## src/rtl/nbt_pkg.sv

```systemverilog
// Shared definitions for the late-write SRAM.
// Assumes a byte is always 9 bits wide.
package nbt_pkg;
    localparam int BYTE_BITS = 9;

    typedef enum logic {
        LAT_REG  = 1'b0,
        LAT_FLOW = 1'b1
    } lat_mode_e;
endpackage

```

## src/rtl/nbt_cmd_pipe.sv

```systemverilog
// Command capture and late-write scheduling.
// Captures the select, direction, address and strobes on each edge and
// keeps two stages of command history. Issues the array write when the
// matching data is present on din: from stage 1 in unregistered mode, from
// stage 2 in registered mode.
// Assumes the latency mode is latched only during reset.
module nbt_cmd_pipe
    import nbt_pkg::*;
#(
    parameter int ADDR_W = 6,
    parameter int BYTES  = 2
) (
    input  logic              clk,
    input  logic              rst_n,
    input  logic              flow_mode,
    input  logic              sel_a_n,
    input  logic              sel_b,
    input  logic              sel_c_n,
    input  logic              wr_n,
    input  logic [ADDR_W-1:0] addr,
    input  logic [BYTES-1:0]  byte_wr_n,
    input  logic              sleep,
    output lat_mode_e         mode,
    output logic              s1_rd,
    output logic [ADDR_W-1:0] s1_addr,
    output logic              s2_wr,
    output logic [ADDR_W-1:0] s2_addr,
    output logic [BYTES-1:0]  s2_be,
    output logic              commit_en,
    output logic [ADDR_W-1:0] commit_addr,
    output logic [BYTES-1:0]  commit_be
);
    lat_mode_e         mode_q;
    logic              sel_now;
    logic              s1_vld, s1_wr;
    logic [BYTES-1:0]  s1_be;
    logic              s2_vld, s2_wr_q;

    // Command is live only with all three selects active and no sleep
    always_comb sel_now = !sel_a_n && sel_b && !sel_c_n && !sleep;

    // Mode latch: loaded during reset, held afterwards
    always_ff @(posedge clk) begin
        if (!rst_n) mode_q <= flow_mode ? LAT_FLOW : LAT_REG;
    end

    // Two-stage command history
    always_ff @(posedge clk) begin
        if (!rst_n) begin
            s1_vld  <= 1'b0;
            s1_wr   <= 1'b0;
            s1_addr <= '0;
            s1_be   <= '0;
            s2_vld  <= 1'b0;
            s2_wr_q <= 1'b0;
            s2_addr <= '0;
            s2_be   <= '0;
        end else begin
            s1_vld  <= sel_now;
            s1_wr   <= !wr_n;
            s1_addr <= addr;
            s1_be   <= ~byte_wr_n;
            s2_vld  <= s1_vld;
            s2_wr_q <= s1_wr;
            s2_addr <= s1_addr;
            s2_be   <= s1_be;
        end
    end

    // Stage views for the read path
    always_comb begin
        mode  = mode_q;
        s1_rd = s1_vld && !s1_wr;
        s2_wr = s2_vld && s2_wr_q;
    end

    // Array write source chosen by latency mode
    always_comb begin
        if (mode_q == LAT_FLOW) begin
            commit_en   = s1_vld && s1_wr;
            commit_addr = s1_addr;
            commit_be   = s1_be;
        end else begin
            commit_en   = s2_vld && s2_wr_q;
            commit_addr = s2_addr;
            commit_be   = s2_be;
        end
    end


    desel_no_cmd_chk: assert property (@(posedge clk) disable iff (!rst_n)
        (sel_a_n || !sel_b || sel_c_n) |=> !s1_vld);

    sleep_no_cmd_chk: assert property (@(posedge clk) disable iff (!rst_n)
        sleep |=> !s1_vld);

    reg_late_write_chk: assert property (@(posedge clk) disable iff (!rst_n)
        (mode_q == LAT_REG && s1_vld && s1_wr) |=> (commit_en && commit_addr == $past(s1_addr)));

    flow_late_write_chk: assert property (@(posedge clk) disable iff (!rst_n)
        (mode_q == LAT_FLOW && sel_now && !wr_n) |=> (commit_en && commit_addr == $past(addr)));

    mode_hold_chk: assert property (@(posedge clk) disable iff (!rst_n)
        $past(rst_n) |-> $stable(mode_q));
endmodule

```

## src/rtl/nbt_store.sv

```systemverilog
// Word array with per-byte write strobes and a combinational read port.
// Built from flops so that the unregistered read mode has data in the
// cycle of the command. Assumes a single write per edge.
module nbt_store
    import nbt_pkg::*;
#(
    parameter int ADDR_W = 6,
    parameter int BYTES  = 2
) (
    input  logic                       clk,
    input  logic                       rst_n,
    input  logic                       wr_en,
    input  logic [ADDR_W-1:0]          wr_addr,
    input  logic [BYTES-1:0]           wr_be,
    input  logic [BYTES*BYTE_BITS-1:0] wr_data,
    input  logic [ADDR_W-1:0]          rd_addr,
    output logic [BYTES*BYTE_BITS-1:0] rd_data
);
    localparam int DEPTH = 1 << ADDR_W;
    localparam int DW    = BYTES * BYTE_BITS;

    logic [DW-1:0] mem [DEPTH];

    // Byte-masked array write
    always_ff @(posedge clk) begin
        if (wr_en) begin
            for (int b = 0; b < BYTES; b++) begin
                if (wr_be[b]) mem[wr_addr][b*BYTE_BITS +: BYTE_BITS] <= wr_data[b*BYTE_BITS +: BYTE_BITS];
            end
        end
    end

    // Asynchronous read port
    always_comb rd_data = mem[rd_addr];

    for (genvar g = 0; g < BYTES; g++) begin : g_byte_chk

        byte_keep_chk: assert property (@(posedge clk) disable iff (!rst_n)
            (wr_en && !wr_be[g]) |=>
            mem[$past(wr_addr)][g*BYTE_BITS +: BYTE_BITS] == $past(mem[wr_addr][g*BYTE_BITS +: BYTE_BITS]));

        byte_load_chk: assert property (@(posedge clk) disable iff (!rst_n)
            (wr_en && wr_be[g]) |=>
            mem[$past(wr_addr)][g*BYTE_BITS +: BYTE_BITS] == $past(wr_data[g*BYTE_BITS +: BYTE_BITS]));
    end
endmodule

```

## src/rtl/nbt_out_stage.sv

```systemverilog
// Read data path: merges in-flight write bytes, holds the output register,
// and gates the bus with the output enable.
// In registered mode the only write not yet in the array when a read looks
// at it is the one whose data is on din in the same cycle, so one compare
// against stage 2 is enough. Unregistered mode reads the array directly.
module nbt_out_stage
    import nbt_pkg::*;
#(
    parameter int ADDR_W = 6,
    parameter int BYTES  = 2
) (
    input  logic                       clk,
    input  logic                       rst_n,
    input  lat_mode_e                  mode,
    input  logic                       s1_rd,
    input  logic [ADDR_W-1:0]          s1_addr,
    input  logic                       s2_wr,
    input  logic [ADDR_W-1:0]          s2_addr,
    input  logic [BYTES-1:0]           s2_be,
    input  logic [BYTES*BYTE_BITS-1:0] arr_word,
    input  logic [BYTES*BYTE_BITS-1:0] din,
    input  logic                       out_en_n,
    output logic [BYTES*BYTE_BITS-1:0] dout,
    output logic                       dout_drv
);
    localparam int DW = BYTES * BYTE_BITS;

    logic          fwd_hit;
    logic [DW-1:0] merged;
    logic [DW-1:0] out_q;
    logic          out_vld;
    logic          slot_rd;
    logic [DW-1:0] slot_word;

    // Address match against the write whose data is on din now
    always_comb fwd_hit = s2_wr && (s2_addr == s1_addr);

    for (genvar b = 0; b < BYTES; b++) begin : g_merge
        // Per-byte choice between in-flight data and array contents
        always_comb merged[b*BYTE_BITS +: BYTE_BITS] = (fwd_hit && s2_be[b])
            ? din[b*BYTE_BITS +: BYTE_BITS] : arr_word[b*BYTE_BITS +: BYTE_BITS];
    end

    // Output register for the registered mode
    always_ff @(posedge clk) begin
        if (!rst_n) begin
            out_vld <= 1'b0;
            out_q   <= '0;
        end else begin
            out_vld <= s1_rd;
            if (s1_rd) out_q <= merged;
        end
    end

    // Slot selection by mode
    always_comb begin
        if (mode == LAT_REG) begin
            slot_rd   = out_vld;
            slot_word = out_q;
        end else begin
            slot_rd   = s1_rd;
            slot_word = arr_word;
        end
    end

    // Bus gating, output enable acts without the clock
    always_comb begin
        dout_drv = slot_rd && !out_en_n;
        dout     = dout_drv ? slot_word : '0;
    end


    reg_read_slot_chk: assert property (@(posedge clk) disable iff (!rst_n)
        (mode == LAT_REG && s1_rd) |=> (out_en_n || dout_drv));

    reg_idle_slot_chk: assert property (@(posedge clk) disable iff (!rst_n)
        (mode == LAT_REG && !s1_rd) |=> !dout_drv);

    fwd_full_word_chk: assert property (@(posedge clk) disable iff (!rst_n)
        (s1_rd && fwd_hit && (&s2_be)) |=> out_q == $past(din));
endmodule

```

## src/rtl/nbt_sram.sv

```systemverilog
// Top of the late-write SRAM: command pipeline, array and read path.
// Assumes the caller drives din for each write in the cycle fixed by the
// latency mode. All inputs except out_en_n are used at the clock edge.
module nbt_sram
    import nbt_pkg::*;
#(
    parameter int ADDR_W = 6,
    parameter int BYTES  = 2
) (
    input  logic                       clk,
    input  logic                       rst_n,
    input  logic                       flow_mode,
    input  logic                       sel_a_n,
    input  logic                       sel_b,
    input  logic                       sel_c_n,
    input  logic                       wr_n,
    input  logic [ADDR_W-1:0]          addr,
    input  logic [BYTES-1:0]           byte_wr_n,
    input  logic [BYTES*BYTE_BITS-1:0] din,
    input  logic                       out_en_n,
    input  logic                       sleep,
    output logic [BYTES*BYTE_BITS-1:0] dout,
    output logic                       dout_drv
);
    localparam int DW = BYTES * BYTE_BITS;

    lat_mode_e         mode;
    logic              s1_rd, s2_wr, commit_en;
    logic [ADDR_W-1:0] s1_addr, s2_addr, commit_addr;
    logic [BYTES-1:0]  s2_be, commit_be;
    logic [DW-1:0]     arr_word;

    nbt_cmd_pipe #(.ADDR_W(ADDR_W), .BYTES(BYTES)) cmd_i (
        .clk(clk), .rst_n(rst_n), .flow_mode(flow_mode),
        .sel_a_n(sel_a_n), .sel_b(sel_b), .sel_c_n(sel_c_n),
        .wr_n(wr_n), .addr(addr), .byte_wr_n(byte_wr_n), .sleep(sleep),
        .mode(mode), .s1_rd(s1_rd), .s1_addr(s1_addr),
        .s2_wr(s2_wr), .s2_addr(s2_addr), .s2_be(s2_be),
        .commit_en(commit_en), .commit_addr(commit_addr), .commit_be(commit_be)
    );

    nbt_store #(.ADDR_W(ADDR_W), .BYTES(BYTES)) store_i (
        .clk(clk), .rst_n(rst_n),
        .wr_en(commit_en), .wr_addr(commit_addr), .wr_be(commit_be), .wr_data(din),
        .rd_addr(s1_addr), .rd_data(arr_word)
    );

    nbt_out_stage #(.ADDR_W(ADDR_W), .BYTES(BYTES)) out_i (
        .clk(clk), .rst_n(rst_n), .mode(mode),
        .s1_rd(s1_rd), .s1_addr(s1_addr),
        .s2_wr(s2_wr), .s2_addr(s2_addr), .s2_be(s2_be),
        .arr_word(arr_word), .din(din), .out_en_n(out_en_n),
        .dout(dout), .dout_drv(dout_drv)
    );
endmodule

```

## config.mk

```make
export PLATFORM = sky130hd
export DESIGN_NAME = nbt_sram
export DESIGN_NICKNAME = d
export VERILOG_FILES = /design/src/rtl/nbt_pkg.sv /design/src/rtl/nbt_cmd_pipe.sv /design/src/rtl/nbt_store.sv /design/src/rtl/nbt_out_stage.sv /design/src/rtl/nbt_sram.sv
export SDC_FILE = /design/constraint.sdc
export NUM_CORES = 1
export LEC_CHECK = 0
export ABC_AREA = 1
export CELL_PAD_IN_SITES_DETAIL_PLACEMENT = 0
export CELL_PAD_IN_SITES_GLOBAL_PLACEMENT = 1
export CORE_AREA = 5 5 336 338
export DETAILED_ROUTE_END_ITERATION = 16
export DIE_AREA = 0 0 341 343
export PLACE_DENSITY_LB_ADDON = 0.25
export SYNTH_ARGS = -nofsm -noshare
export SYNTH_HDL_FRONTEND = slang
export SYNTH_SLANG_ARGS = --single-unit
```

## constraint.sdc

```tcl
create_clock -name clk -period 3.1 [get_ports clk]
set_input_delay 0.62 -clock clk [delete_from_list [all_inputs] [get_ports clk]]
set_output_delay 0.62 -clock clk [all_outputs]
set_load 0.03 [all_outputs]
```

==> results_dict.tcl <==
set metrics [dict create \
    status "complete, but fails checks" \
    violations "negative setup slack" \
    ff2ff_path_depth 9 \
    clkPwrFrac_pct 40.9 \
    synth-seq-cells 1192 \
    synth_top_area_share_pct 70.78 \
    post-place-ws_ns 0.04318 \
    fmax_ghz 0.2784 \
    max_cap_viol_count 0 \
    yosysSeqAreaShare_pct 72.38 \
    synth.cell_area_um2 48920 \
    routedWlPerCell_um 23.23 \
    skew_ns 0.02990 \
    reg2reg_from "cmd_i.s1_addr[0]" \
    worst_hold_startpoint "din[2]" \
    synthFlopType "edfxtp_1" \
    cts.clk_slew.worst_paths_ns 0.06 \
    die_h_um 343 \
    cts_tree "done" \
    finalCritPeriodShare_pct 115.9 \
    drive_gt1_share_pct 17.29 \
    yosys.area.top_type "edfxtp_1" \
    cpLargestDelayFamily "buffers and inverters" \
    internal_power_w 0.02681 \
    synth_edf_count 1153 \
    cp-start-kind "flop" \
    port_buffers 53 \
    synthCells 4349 \
    critPathRequiredTime_ns 2.48 \
    fin_nets 4684 \
    seq_power_share_pct 50.9 \
    cp-end-kind "primary output" \
    relSlewSlack_pct 25.48 \
    gp_congestion 0.8421 \
    p_comb_share_pct 8.2 \
    via_per_inst 5.488 \
    critical_path.max_fanout 7 \
    crit_chain "buf_12 > buf_12 > buf_12 > buf_16 > nand2_1 > nand3_1 > nand3_1 > nand2_1 > nand2_2 > nand3_2 > nand3_4 > nand3_2 > o211ai_1 > inv_1 > buf_12" \
    cts_sinks 1192 \
    grt_pass1_vias 32839 \
    dieArea_um2 117000 \
    crit_arrival_ns 2.97 \
    rows 122 \
    min_path_cells 1 \
    synth_area_leaders "edfxtp_1 (71%), nand2_1 (12%), nand3_1 (10%), dfxtp_1 (1.6%), buf_2 (1.4%)" \
    hpwl_um 87330 \
    netSwitchingPower_w 0.007914 \
    timing.critical_path.buf_inv 6 \
    antenna_found_initial 3 \
    cp_slowest_cell "dfxtp_4" \
    design.core.area_um2 109800 \
    ios 54 \
    critPathKind "flop to primary output" \
    async_reset_ff_share_pct 0 \
    timing.hold.ws_ns 0.2339 \
    yosysMostFrequentCell "nand2_1" \
    finalPower_w 0.03472 \
    grt.total_usage_pct 24.16 \
    synth_top_cells_by_count "nand2_1 (1,583), edfxtp_1 (1,153), nand3_1 (1,010)" \
    synth_area_per_cell_um2 11.25 \
    yosysWarnings 0 \
    r2r_setup_slack_ns 0.08 \
    fin_ws_ns -0.4919 \
    cts-root-buf "clkbuf_16" \
    min_to "store_i.mem[54][2]" \
    dr.first_iter.drc_count 3503 \
    cts_made_buffers 121 \
    layout_min_cycle_time_ns 3.592 \
    finish.instance_area_um2 59770 \
    grt_setup_unrepaired "yes" \
    holdBufCountCts 0 \
    yosysUniqueCellTypes 23 \
    finalMaxSlewViolations 0 \
    final_util_pct 54.46 \
    start_util_pct 44.57 \
    switching_share_pct 22.79 \
    post_dp_cell_area_um2 53450 \
    max-vdd-ir-drop_mv 0.4709 \
    cp_common_cell "buf_12" \
    synth_nets 4384 \
    nFillCells 9253 \
    hold_violations 0 \
    syn_to_final_growth_pct 22.19 \
    p_leak_nw 22.21 \
    drc 0 \
    wirelength_um 143500 \
    setup_viol 18 \
    critPathMaxStageDelay_ns 0.43 \
    vias 33891 \
    grt_pass1_wl_um 213400 \
    hold_path.class "primary input to flop" \
    pwr_density_cell_nw_per_um2 580.9 \
    gr-total-overflow 0 \
    drtPass1Iterations 6 \
    tightest_slew_ns 1.114 \
    grt_max_degree 57 \
    insertion_delay_ns 0.73 \
    reg2reg_to "store_i.mem[57][12]" \
    antenna_left 0 \
    cts_max_level 3 \
    clk_path_buf_depth 3 \
    dieWidth_um 341 \
]
==> per-layer routing <==
metal  track usage (%)  part of all wire [%]  vias up
li1                  -                     -    15781
met1             33.81                    42    16782
met2             40.24                    48     1108
met3             3.234                   6.4      218
met4             6.441                   2.8        2
met5                 0                0.0091        -
==> worst max path at each step <==
stage,from,cells past startpoint,to,slack [ns]
CTS,cmd_i.s1_addr[0],14,dout[3],-0.53
floorplan,cmd_i.mode,6,dout[10],0.76
finish,cmd_i.s1_addr[0],15,dout[12],-0.49
global route,cmd_i.s1_addr[0],14,dout[13],-0.59
global placement,cmd_i.s1_addr[0],11,store_i.mem[42][4],0.07
detailed placement,cmd_i.s1_addr[0],11,store_i.mem[24][13],0.04
==> cells by family (layout without fill, tap and decap cells) <==
logic type / count (synthesis) / count (layout) / share of synthesized area [%]
AND/OR/NAND/NOR: 2747 / 2747 / 23.69
flip-flops: 1192 / 1192 / 72.38
buffers and inverters: 343 / 742 / 3.098
AO/OA/AOI/OAI: 62 / 62 / 0.7495
XOR/XNOR: 5 / 5 / 0.08952
other: 0 / 1 / 0
==> state kept, by name (all words and copies together), names as in the netlist <==
| name | count |
|---|---|
| cmd_i.s1_vld | 1 |
| cmd_i.mode | 1 |
| cmd_i.s1_wr | 1 |
| store_i.mem | 1152 |
| cmd_i.s1_be | 2 |
| out_i.out_q | 18 |
| cmd_i.s2_wr_q | 1 |
| out_i.out_vld | 1 |
| cmd_i.s2_vld | 1 |
| cmd_i.s2_addr | 6 |
| cmd_i.s1_addr | 6 |
| cmd_i.s2_be | 2 |
==> power by group through the flow <==
stage	Combinational [W]	Sequential, W	Clock [W]
after global placement	0.00240	0.0180	0
final	0.00284	0.0177	0.0142
after floorplan	0.00119	0.0180	0
after global routing	0.00306	0.0177	0.0151
after detailed placement	0.00242	0.0180	0
after CTS	0.00272	0.0177	0.0144
==> final cells by class <==
class,count,area (um^2),share of cell area [%]
Timing Repair Buffer,451,5419,9.066
Tap cell,1426,1784,2.985
Clock inverter,59,541.8,0.9064
Antenna cell,1,2.502,0.004187
Sequential cell,1192,35420,59.26
Inverter,69,289.0,0.4836
Clock buffer,163,3258,5.451
Multi-Input combinational cell,2814,13060,21.84
==> cell usage in the layout, fill, tap and decap left out, types with 21 or more instances in the layout <==
cell type	synthesis	final
edfxtp_1	1153	1153
buf_4	14	268
nand2_2	0	46
clkbuf_16	0	132
inv_1	62	60
clkbuf_1	70	37
nand3_1	1010	855
clkinv_1	0	22
nor2_1	149	145
nand3_4	0	21
nand3_2	0	134
nand2_1	1583	1537
o21ai_0	22	22
dfxtp_1	39	34
buf_12	0	84
buf_16	0	28
==> stage by stage <==
step	instances	TNS, ns
detailed placement	5883	0
floorplan	4349	0
finish	6175	-7.939
CTS	6149	-8.940
global placement	5883	0
global route	6174	-10.10
==> what timing repair did <==
| action | 4_1_cts | 5_1_grt |
|---|---|---|
| gates cloned | 20 | 9 |
| setup buffers | 24 | 21 |
| gates resized for setup | 165 | 132 |
| pin swaps | 38 | 72 |
| setup endpoints to repair | 18 | 54 |
Note: power is estimated with default switching activity, not from simulation.
